### config.mk
export PLATFORM = sky130hd
export DESIGN_NAME = subword_regfile
export DESIGN_NICKNAME = d
export VERILOG_FILES = /design/src/rtl/subword_rf_pkg.sv /design/src/rtl/rf_rst_sync.sv /design/src/rtl/rf_acc_decode.sv /design/src/rtl/rf_write_merge.sv /design/src/rtl/rf_read_view.sv /design/src/rtl/rf_storage.sv /design/src/rtl/subword_regfile.sv
export SDC_FILE = /design/constraint.sdc
export NUM_CORES = 1
export LEC_CHECK = 0
export BUFFER_PORTS_ARGS = -buffer_cell sky130_fd_sc_hd__buf_2
export CORE_ASPECT_RATIO = 1.75
export CORE_MARGIN = 5
export CORE_UTILIZATION = 60
export CTS_CLUSTER_SIZE = 28
export DETAILED_ROUTE_END_ITERATION = 7
export PLACE_DENSITY = 0.8
export SYNTH_ARGS = -nofsm -noshare
export SYNTH_HDL_FRONTEND = slang
export SYNTH_SLANG_ARGS = --single-unit
### constraint.sdc
create_clock -name clk -period 8.85 [get_ports clk]
set_input_delay 0.885 -clock clk [delete_from_list [all_inputs] [get_ports clk]]
set_output_delay 0.885 -clock clk [all_outputs]
set_load 0.01 [all_outputs]
### src/rtl/subword_rf_pkg.sv
package subword_rf_pkg;

  // Size code presented on every port
  typedef enum logic [1:0] {
    SZ_WORD = 2'b00,
    SZ_HALF = 2'b01,
    SZ_BYTE = 2'b10,
    SZ_RSVD = 2'b11
  } acc_size_e;

  // Decoded view of a register
  typedef enum logic [1:0] {
    VIEW_FULL = 2'b00,
    VIEW_HALF = 2'b01,
    VIEW_BLO  = 2'b10,
    VIEW_BHI  = 2'b11
  } view_e;

  typedef struct packed {
    logic  legal;
    view_e view;
  } acc_dec_t;

endpackage

### src/rtl/rf_rst_sync.sv
module rf_rst_sync #(
  parameter int STAGES = 2
) (
  input  logic clk,
  input  logic rst_n,
  output logic rst_sync_n
);

  logic [STAGES-1:0] sync_q;
  logic [STAGES-1:0] sync_d;

  always_comb begin
    sync_d = {sync_q[STAGES-2:0], 1'b1};
  end

  always_ff @(posedge clk or negedge rst_n) begin
    if (!rst_n) begin
      sync_q <= '0;
    end else begin
      sync_q <= sync_d;
    end
  end

  assign rst_sync_n = sync_q[STAGES-1];

endmodule

### src/rtl/rf_acc_decode.sv
module rf_acc_decode
  import subword_rf_pkg::*;
#(
  parameter int NUM_REGS      = 8,
  parameter int NUM_BYTE_REGS = 4,
  localparam int IDX_W        = $clog2(NUM_REGS)
) (
  input  logic [IDX_W-1:0] idx,
  input  logic [1:0]       size,
  input  logic             hi,
  output acc_dec_t         dec
);

  logic byte_ok;

  assign byte_ok = (32'(idx) < NUM_BYTE_REGS);

  always_comb begin
    dec.legal = 1'b0;
    dec.view  = VIEW_FULL;
    unique case (acc_size_e'(size))
      SZ_WORD: begin
        dec.legal = 1'b1;
        dec.view  = VIEW_FULL;
      end
      SZ_HALF: begin
        dec.legal = 1'b1;
        dec.view  = VIEW_HALF;
      end
      SZ_BYTE: begin
        dec.legal = byte_ok;
        dec.view  = hi ? VIEW_BHI : VIEW_BLO;
      end
      default: begin
        dec.legal = 1'b0;
        dec.view  = VIEW_FULL;
      end
    endcase
  end

endmodule

### src/rtl/rf_write_merge.sv
module rf_write_merge
  import subword_rf_pkg::*;
#(
  parameter int DATA_W     = 32,
  localparam int LANES     = DATA_W / 8,
  localparam int HALF_LANES = LANES / 2
) (
  input  acc_dec_t          dec,
  input  logic [DATA_W-1:0] din,
  output logic [LANES-1:0]  be,
  output logic [DATA_W-1:0] wd
);

  always_comb begin
    be = '0;
    wd = din;
    if (dec.legal) begin
      unique case (dec.view)
        VIEW_FULL: be = '1;
        VIEW_HALF: be[HALF_LANES-1:0] = '1;
        VIEW_BLO:  be[0] = 1'b1;
        VIEW_BHI: begin
          be[1]     = 1'b1;
          wd[8 +: 8] = din[7:0];
        end
        default: be = '0;
      endcase
    end
  end

endmodule

### src/rtl/rf_read_view.sv
module rf_read_view
  import subword_rf_pkg::*;
#(
  parameter int DATA_W  = 32,
  localparam int HALF_W = DATA_W / 2
) (
  input  acc_dec_t          dec,
  input  logic [DATA_W-1:0] word,
  output logic [DATA_W-1:0] dout
);

  always_comb begin
    dout = '0;
    if (dec.legal) begin
      unique case (dec.view)
        VIEW_FULL: dout = word;
        VIEW_HALF: dout[HALF_W-1:0] = word[HALF_W-1:0];
        VIEW_BLO:  dout[7:0] = word[7:0];
        VIEW_BHI:  dout[7:0] = word[15:8];
        default:   dout = '0;
      endcase
    end
  end

endmodule

### src/rtl/rf_storage.sv
module rf_storage #(
  parameter int NUM_REGS = 8,
  parameter int DATA_W   = 32,
  localparam int IDX_W   = $clog2(NUM_REGS),
  localparam int LANES   = DATA_W / 8
) (
  input  logic                             clk,
  input  logic                             rst_n,
  input  logic                             we,
  input  logic [IDX_W-1:0]                 widx,
  input  logic [LANES-1:0]                 be,
  input  logic [DATA_W-1:0]                wd,
  output logic [NUM_REGS-1:0][DATA_W-1:0]  q
);

  for (genvar i = 0; i < NUM_REGS; i++) begin : g_reg
    logic              reg_en;
    logic [DATA_W-1:0] reg_nxt;

    assign reg_en = we && (widx == IDX_W'(i));

    for (genvar l = 0; l < LANES; l++) begin : g_lane
      assign reg_nxt[l*8 +: 8] = be[l] ? wd[l*8 +: 8] : q[i][l*8 +: 8];
    end

    always_ff @(posedge clk or negedge rst_n) begin
      if (!rst_n) begin
        q[i] <= '0;
      end else if (reg_en) begin
        q[i] <= reg_nxt;
      end
    end

    // a register not addressed by a write keeps its value
    p_idle_reg_holds_r2: assert property (@(posedge clk) disable iff (!rst_n)
      !(we && (widx == IDX_W'(i))) |=> $stable(q[i]));
  end

  // registers are clear when reset is released
  p_reset_clear_r1: assert property (@(posedge clk) disable iff (!rst_n)
    $rose(rst_n) |-> (q == '0));

endmodule

### src/rtl/subword_regfile.sv
module subword_regfile
  import subword_rf_pkg::*;
#(
  parameter int NUM_REGS      = 8,
  parameter int NUM_BYTE_REGS = 4,
  parameter int DATA_W        = 32,
  localparam int IDX_W        = $clog2(NUM_REGS),
  localparam int LANES        = DATA_W / 8,
  localparam int HALF_W       = DATA_W / 2,
  localparam int NUM_RD       = 2
) (
  input  logic              clk,
  input  logic              rst_n,
  input  logic              wr_en,
  input  logic [IDX_W-1:0]  wr_idx,
  input  logic [1:0]        wr_size,
  input  logic              wr_hi,
  input  logic [DATA_W-1:0] wr_data,
  output logic              wr_err,
  input  logic [IDX_W-1:0]  rd0_idx,
  input  logic [1:0]        rd0_size,
  input  logic              rd0_hi,
  output logic [DATA_W-1:0] rd0_data,
  output logic              rd0_err,
  input  logic [IDX_W-1:0]  rd1_idx,
  input  logic [1:0]        rd1_size,
  input  logic              rd1_hi,
  output logic [DATA_W-1:0] rd1_data,
  output logic              rd1_err
);

  logic                            rst_sync_n;
  acc_dec_t                        wr_dec;
  logic [LANES-1:0]                wr_be;
  logic [DATA_W-1:0]               wr_wd;
  logic                            wr_go;
  logic [NUM_REGS-1:0][DATA_W-1:0] q_all;

  logic [IDX_W-1:0]  rd_idx_a  [NUM_RD];
  logic [1:0]        rd_size_a [NUM_RD];
  logic              rd_hi_a   [NUM_RD];
  logic [DATA_W-1:0] rd_data_a [NUM_RD];
  logic              rd_err_a  [NUM_RD];

  rf_rst_sync #(.STAGES(2)) u_rst (
    .clk        (clk),
    .rst_n      (rst_n),
    .rst_sync_n (rst_sync_n)
  );

  // Write path
  rf_acc_decode #(.NUM_REGS(NUM_REGS), .NUM_BYTE_REGS(NUM_BYTE_REGS)) u_wr_dec (
    .idx  (wr_idx),
    .size (wr_size),
    .hi   (wr_hi),
    .dec  (wr_dec)
  );

  rf_write_merge #(.DATA_W(DATA_W)) u_merge (
    .dec  (wr_dec),
    .din  (wr_data),
    .be   (wr_be),
    .wd   (wr_wd)
  );

  assign wr_go  = wr_en && wr_dec.legal;
  assign wr_err = wr_en && !wr_dec.legal;

  rf_storage #(.NUM_REGS(NUM_REGS), .DATA_W(DATA_W)) u_store (
    .clk   (clk),
    .rst_n (rst_sync_n),
    .we    (wr_go),
    .widx  (wr_idx),
    .be    (wr_be),
    .wd    (wr_wd),
    .q     (q_all)
  );

  // Read ports
  assign rd_idx_a[0]  = rd0_idx;
  assign rd_size_a[0] = rd0_size;
  assign rd_hi_a[0]   = rd0_hi;
  assign rd_idx_a[1]  = rd1_idx;
  assign rd_size_a[1] = rd1_size;
  assign rd_hi_a[1]   = rd1_hi;

  for (genvar p = 0; p < NUM_RD; p++) begin : g_rd
    acc_dec_t rd_dec;

    rf_acc_decode #(.NUM_REGS(NUM_REGS), .NUM_BYTE_REGS(NUM_BYTE_REGS)) u_dec (
      .idx  (rd_idx_a[p]),
      .size (rd_size_a[p]),
      .hi   (rd_hi_a[p]),
      .dec  (rd_dec)
    );

    rf_read_view #(.DATA_W(DATA_W)) u_view (
      .dec  (rd_dec),
      .word (q_all[rd_idx_a[p]]),
      .dout (rd_data_a[p])
    );

    assign rd_err_a[p] = !rd_dec.legal;

    // a half read carries nothing above bit 15
    p_half_zero_ext_r6: assert property (@(posedge clk) disable iff (!rst_sync_n)
      (rd_size_a[p] == SZ_HALF) |-> (rd_data_a[p][DATA_W-1:HALF_W] == '0));

    // a byte read carries nothing above bit 7
    p_byte_zero_ext_r6: assert property (@(posedge clk) disable iff (!rst_sync_n)
      (rd_size_a[p] == SZ_BYTE) |-> (rd_data_a[p][DATA_W-1:8] == '0));

    // a rejected read returns zero
    p_bad_read_zero_r7: assert property (@(posedge clk) disable iff (!rst_sync_n)
      rd_err_a[p] |-> (rd_data_a[p] == '0));
  end

  assign rd0_data = rd_data_a[0];
  assign rd0_err  = rd_err_a[0];
  assign rd1_data = rd_data_a[1];
  assign rd1_err  = rd_err_a[1];

  // a rejected write leaves every register as it was
  p_err_no_write_r5: assert property (@(posedge clk) disable iff (!rst_sync_n)
    wr_err |=> (q_all == $past(q_all)));

  // a half write keeps the upper half
  p_half_keeps_upper_r3: assert property (@(posedge clk) disable iff (!rst_sync_n)
    (wr_en && !wr_err && wr_size == SZ_HALF) |=>
      (q_all[$past(wr_idx)][DATA_W-1:HALF_W] == $past(q_all[wr_idx][DATA_W-1:HALF_W])));

  // a half write loads the lower half
  p_half_loads_lower_r3: assert property (@(posedge clk) disable iff (!rst_sync_n)
    (wr_en && !wr_err && wr_size == SZ_HALF) |=>
      (q_all[$past(wr_idx)][HALF_W-1:0] == $past(wr_data[HALF_W-1:0])));

  // a byte write keeps bits 31:16
  p_byte_keeps_upper_r4: assert property (@(posedge clk) disable iff (!rst_sync_n)
    (wr_en && !wr_err && wr_size == SZ_BYTE) |=>
      (q_all[$past(wr_idx)][DATA_W-1:HALF_W] == $past(q_all[wr_idx][DATA_W-1:HALF_W])));

endmodule

## Word level (Yosys, flattened, before mapping)

Index checks and enable logic that the tools add are counted.
Widths: inputs -> output; s select.

| word-level totals | value |
|---|---|
| output and inout bits | 67 |
| word-level logic and storage cells | 142 |
| register bits | 258 |

| operators by class | value |
|---|---|
| reductions and logical operators | 58 |
| equality and inequality tests | 22 |
| muxes and demuxes | 24 |
| $lt $le $gt $ge | 5 |

Operators with widths:

| cell | count |
|---|---|
| $bmux 32 s3 | 2 |
| $mux 32 | 4 |
| $reduce_and 2->1 | 32 |
| $mux 16 | 2 |
| $mux 8 | 4 |
| $pmux 8 s2 | 2 |
| $pmux 3 s3 | 3 |
| $eq 2x2->1 const B | 9 |
| $eq 2x1->1 const B | 6 |
| $eq 3x3->1 const B | 4 |
| $logic_not 2->1 | 6 |
| $reduce_or 3->1 | 4 |
| $logic_and 1x1->1 | 10 |
| $lt 3x3->1 const B | 3 |
| $lt 3x4->1 const B | 2 |
| $eq 3x2->1 const B | 2 |
| $mux 1 | 5 |
| $mux 4 | 1 |
| $reduce_or 2->1 | 2 |
| $eq 3x1->1 const B | 1 |
| $logic_not 1->1 | 3 |
| $logic_not 3->1 | 1 |
| $mux 2 | 1 |

## Depth between registers and ports, before layout

| logic depth | value |
|---|---|
| depth after elaboration | 7 |
| depth in mapped cells | 8 |
| gate-level depth less buffers | 4 |

## Cells and area by module

A second synthesis with hierarchy kept.

| unflattened totals | value |
|---|---|
| cells, all modules | 966 |
| area, all modules | 14954.3 µm² |

Modules (own cells, without submodules):

| module | cells each | area an instance (µm²) | instances |
|---|---|---|---|
| rf_storage | 567 | 9619.2 | 1 |
| subword_regfile | 232 | 4174.0 | 1 |
| rf_read_view | 57 | 351.6 | 2 |
| rf_write_merge | 38 | 321.6 | 1 |
| rf_acc_decode | 4 | 27.5 | 3 |
| rf_rst_sync | 3 | 53.8 | 1 |

## Worst setup path before layout

OpenSTA, ideal clock, no wires.

| timing path | value |
|---|---|
| path kind | input to output |
| from | input rd1_idx[0] |
| to | output rd1_data[0] |
| arrival time | 2446 ps |
| required time | 7965 ps |
| buffers on the path | 2 |
| stages on the path | 5 |
| path slack | 5519 ps |
| path through | buf_2 -> buf_1 -> mux4_2 -> nand2_1 -> o221ai_1 |

| on the way | value |
|---|---|
| word-level cells in the longest chain between the ends | 4 |

Ends and longest elaborated chain:

| item | line | source |
|---|---|---|
| start: declaration | subword_regfile.sv:25 | `input logic [IDX_W-1:0] rd1_idx,` |
| $bmux 32 s3 | subword_regfile.sv:99 | `.word (q_all[rd_idx_a[p]]),` |
| $mux 32 (implied by the code) | subword_regfile.sv:99 |  |
| $pmux 8 s2 | rf_read_view.sv:15 | `unique case (dec.view)` |
| $mux 32 * | rf_read_view.sv:14 | `if (dec.legal) begin` |
| end: declaration | subword_regfile.sv:28 | `output logic [DATA_W-1:0] rd1_data,` |

Every way passes the cells marked *; elsewhere a longest branch is shown, timed or not. The select of a mux whose other input is x is not followed.

## Worst setup path after layout

| timing path | value |
|---|---|
| from | input rd0_idx[0] |
| to | output rd0_data[7] |

| on the way | value |
|---|---|
| word-level cells in the longest chain between the ends | 4 |

Ends and longest elaborated chain:

| item | line | source |
|---|---|---|
| start: declaration | subword_regfile.sv:20 | `input logic [IDX_W-1:0] rd0_idx,` |
| $bmux 32 s3 | subword_regfile.sv:99 |  |
| $mux 32 (implied by the code) | subword_regfile.sv:99 |  |
| $pmux 8 s2 | rf_read_view.sv:15 |  |
| $mux 32 * | rf_read_view.sv:14 |  |
| end: declaration | subword_regfile.sv:23 | `output logic [DATA_W-1:0] rd0_data,` |

Marks and branches as above.

==> results.md <==
- Endpoints failing setup: 0
- Crit-path cells: buf_2 -> buf_4 -> nor2b_1 -> a22oi_1 -> o211ai_1 -> o21ai_0 -> buf_2
- Total power: 3.440 mW
- Worst hold path type: in2async
- Synth Area per Inst: 13.55 µm²
- Top cell family by delay on the critical path: simple AND/OR/NAND/NOR gates
- DIE WIDTH: 125.2 µm
- Initial antenna violation count: 1
- Cts hold-fix bufs: 0
- Vias per inst: 6.490
- Post-synthesis cell type count: 37
- Reg-to-reg critical path endpoint: u_store.q[160]$_DFFE_PN0P_
- LEAKAGE: 6.992 nW
- Crit path DAT: between 3 and 4 ns
- H-tree depth: 1
- Starting Density: 60.99%
- Max VDD drop: 0.0001774 V
- DIE AREA: 26,480 µm²
- CP required: 7.97 ns
- Startpoint Class: primary input
- Relative slew slack: 21.26%
- Mapped Cells: 1,028
- Max stage delay on crit path: 0.96 ns
- Pre-Repair DR Iteration Count: 5
- Global-route wire length before repair: about 57,000 µm
- Crit path top cell by count: buf_2
- CTS Buf Count: 25
- Initial DRC Count: 836
- Run status: finished clean
- Crit Path Max Fanout: 44
- Final GP Congestion: between 0.8 and 0.9
- R2R setup slack: 6.85 ns
- Register bit total from synthesis: 258
- Synth Flop Type: dfrtp_1
- Top-area cell type share of the netlist area: 46.36%
- DRC: 0
- Clock input transition at the sequential cells of the worst setup and hold paths: 0.06 ns
- Pwr dens: approximately 220 nW/µm²
- Synthesis-to-layout area growth: 11.94%
- CP Class: in2out
- Syn Nets: between 1,000 and 1,500
- Slowest cell on crit path: nor2b_1
- Nets: about 1,200
- Remaining Overflow, GRT: 0
- Setup Fix Bufs, Post-CTS: 0
- Tot GR Track Use: a little over a quarter
- Mapped cell area: 13,930 µm²
- Final Hold Violating Endpoints: 0
- HPWL after DPL: 23,330 µm
- Post-synthesis async set-or-reset flop share: 100.0%
- # port buffers: 119
- Largest net degree at the start of global routing: 188
- Post_cts resized: 0
- Top cells by area, synth: dfrtp_1 46%, mux4_2 17%, mux2_2 15%, mux2i_1 6.9%, nor2_1 2.7%
- Max Fclk: 237.6 MHz
- Final Max Slew Viols: 0
- Period utilisation layout: 47.56%
- Post-synth EDFFs: 0
- Tmin final: 4.209 ns
- CORE AREA: ~23,000 µm²
- Clock Tree Buf Depth: 3
- Final clock skew: about 0.015 ns
- Die height: 211.5 µm
- Max-capacitance violation count: 0
- Clock root cell: clkbuf_16
- Total wire length: approximately 36,000 µm
- Total clock sinks: approximately 260
- Clk_lat worst skew: 0.53 ns
- Layout cells sized above 1: 43.64%
- Worst Max-Slew Pin Slew: 1.181 ns
- Reg2reg start: u_rst.sync_q[1]$_DFF_PN0_
- Vias in the first global route: 10,290
- # IOs: 120
- CTS tree: yes
- Setup TNS: 0 ns
- Worst reg2reg path depth: 1
- Post-route ant nets: 0
- Row cnt: 73
- Critical Path Sink Type: output pin
- WP buf/inv: 3
- Sequential share of the synthesized area: 46.36%
- Top cell type by total area after synthesis: dfrtp_1
- DR vias: 9,300
- Avg WL per Cell: 25.17 µm
- Yosys Warn Count: 0
- RSZ-0062 raised after global routing: false
==> logic make-up after synthesis <==
group | Yosys count | synth area share (%)
AND/OR/NAND/NOR | 171 | 5.687
other | 1 | 0.02693
multiplexers | 392 | 39.51
flip-flops | 258 | 46.36
buffers and inverters | 86 | 2.713
AO/OA/AOI/OAI | 120 | 5.705
==> through the flow <==
stage / worst slack, ns / hold WS (ns) / instance area [µm²] / utilization, % / instances
after floorplan: 1.128 / 0.3312 / 13930 / - / 1028
after global placement: 4.679 / 0.3345 / 14780 / 64.71 / 1389
after detailed placement: 4.688 / 0.3413 / 14780 / 64.71 / 1389
after CTS: 4.670 / 0.1164 / 15590 / 68.26 / 1432
after global routing: 4.486 / 0.1094 / 15590 / 68.27 / 1433
final: 4.641 / 0.1243 / 15590 / 68.27 / 1433
==> layout make-up <==
cell class	instances	area (µm²)
clock inverter	7	63.81
inverter	9	33.78
clock buffer	36	747.0
tap	300	375.4
antenna	1	2.502
fill	1671	7244
multi-input combinational	684	7149
sequential	258	6460
timing repair buffer	138	758.2
==> per-layer routing <==
metal / part of all wire, % / GRT usage [%]
met3: 4.5 / 2.979
met2: 55 / 51.09
met1: 35 / 31.64
met4: 4.8 / 12.65
met5: 0 / 0
==> placed cells by master, fill, tap and decap left out, types with 10 or more instances in the layout <==
| cell type | n |
|---|---|
| a21oi_1 | 48 |
| a22oi_1 | 24 |
| buf_2 | 116 |
| buf_4 | 21 |
| clkbuf_16 | 25 |
| dfrtp_1 | 257 |
| mux2_2 | 182 |
| mux2_4 | 10 |
| mux2i_1 | 96 |
| mux4_2 | 104 |
| nand2_1 | 37 |
| nor2_1 | 99 |
| o21ai_0 | 24 |
==> how the worst max path moves through the flow <==
stage / from / end / slack [ns] / depth (start not counted)
final: rd0_idx[0] / rd0_data[7] / 4.64 / 7
after global routing: rd0_idx[0] / rd0_data[7] / 4.49 / 7
after CTS: rd0_idx[1] / rd0_data[7] / 4.67 / 6
after detailed placement: rd0_idx[1] / rd0_data[7] / 4.69 / 6
after global placement: rd0_idx[1] / rd0_data[7] / 4.68 / 6
after floorplan: u_rst.sync_q[1]$_DFF_PN0_ / u_store.q[0]$_DFFE_PN0P_ / 1.13 / 0
==> Yosys cell counts, types with 8 or more instances <==
master      n
o221ai_1    8
mux2i_1    96
mux4_2    104
o21ai_0    24
buf_2      23
a21oi_1    48
mux2_2    182
dfrtp_1   258
inv_1       9
nand2_1    37
mux2_4     10
a22oi_1    24
o211ai_1    8
clkbuf_1   27
nor2_1    102
buf_1      22
==> sequential cells by signal, indices dropped and copies added, names as in the netlist <==
name,cells
u_store.q,256
u_rst.sync_q,2
==> power breakdown <==
| part | total (mW) | leakage (nW) | internal (mW) | switching [mW] |
|---|---|---|---|---|
| sequential | 1.61 | 3.23 | 1.42 | 0.191 |
| clock | 1.07 | 0.407 | 0.612 | 0.454 |
| combinational | 0.762 | 3.35 | 0.430 | 0.332 |
| total | 3.44 | 6.99 | 2.46 | 0.977 |
Power figures use the tool's default switching activity.
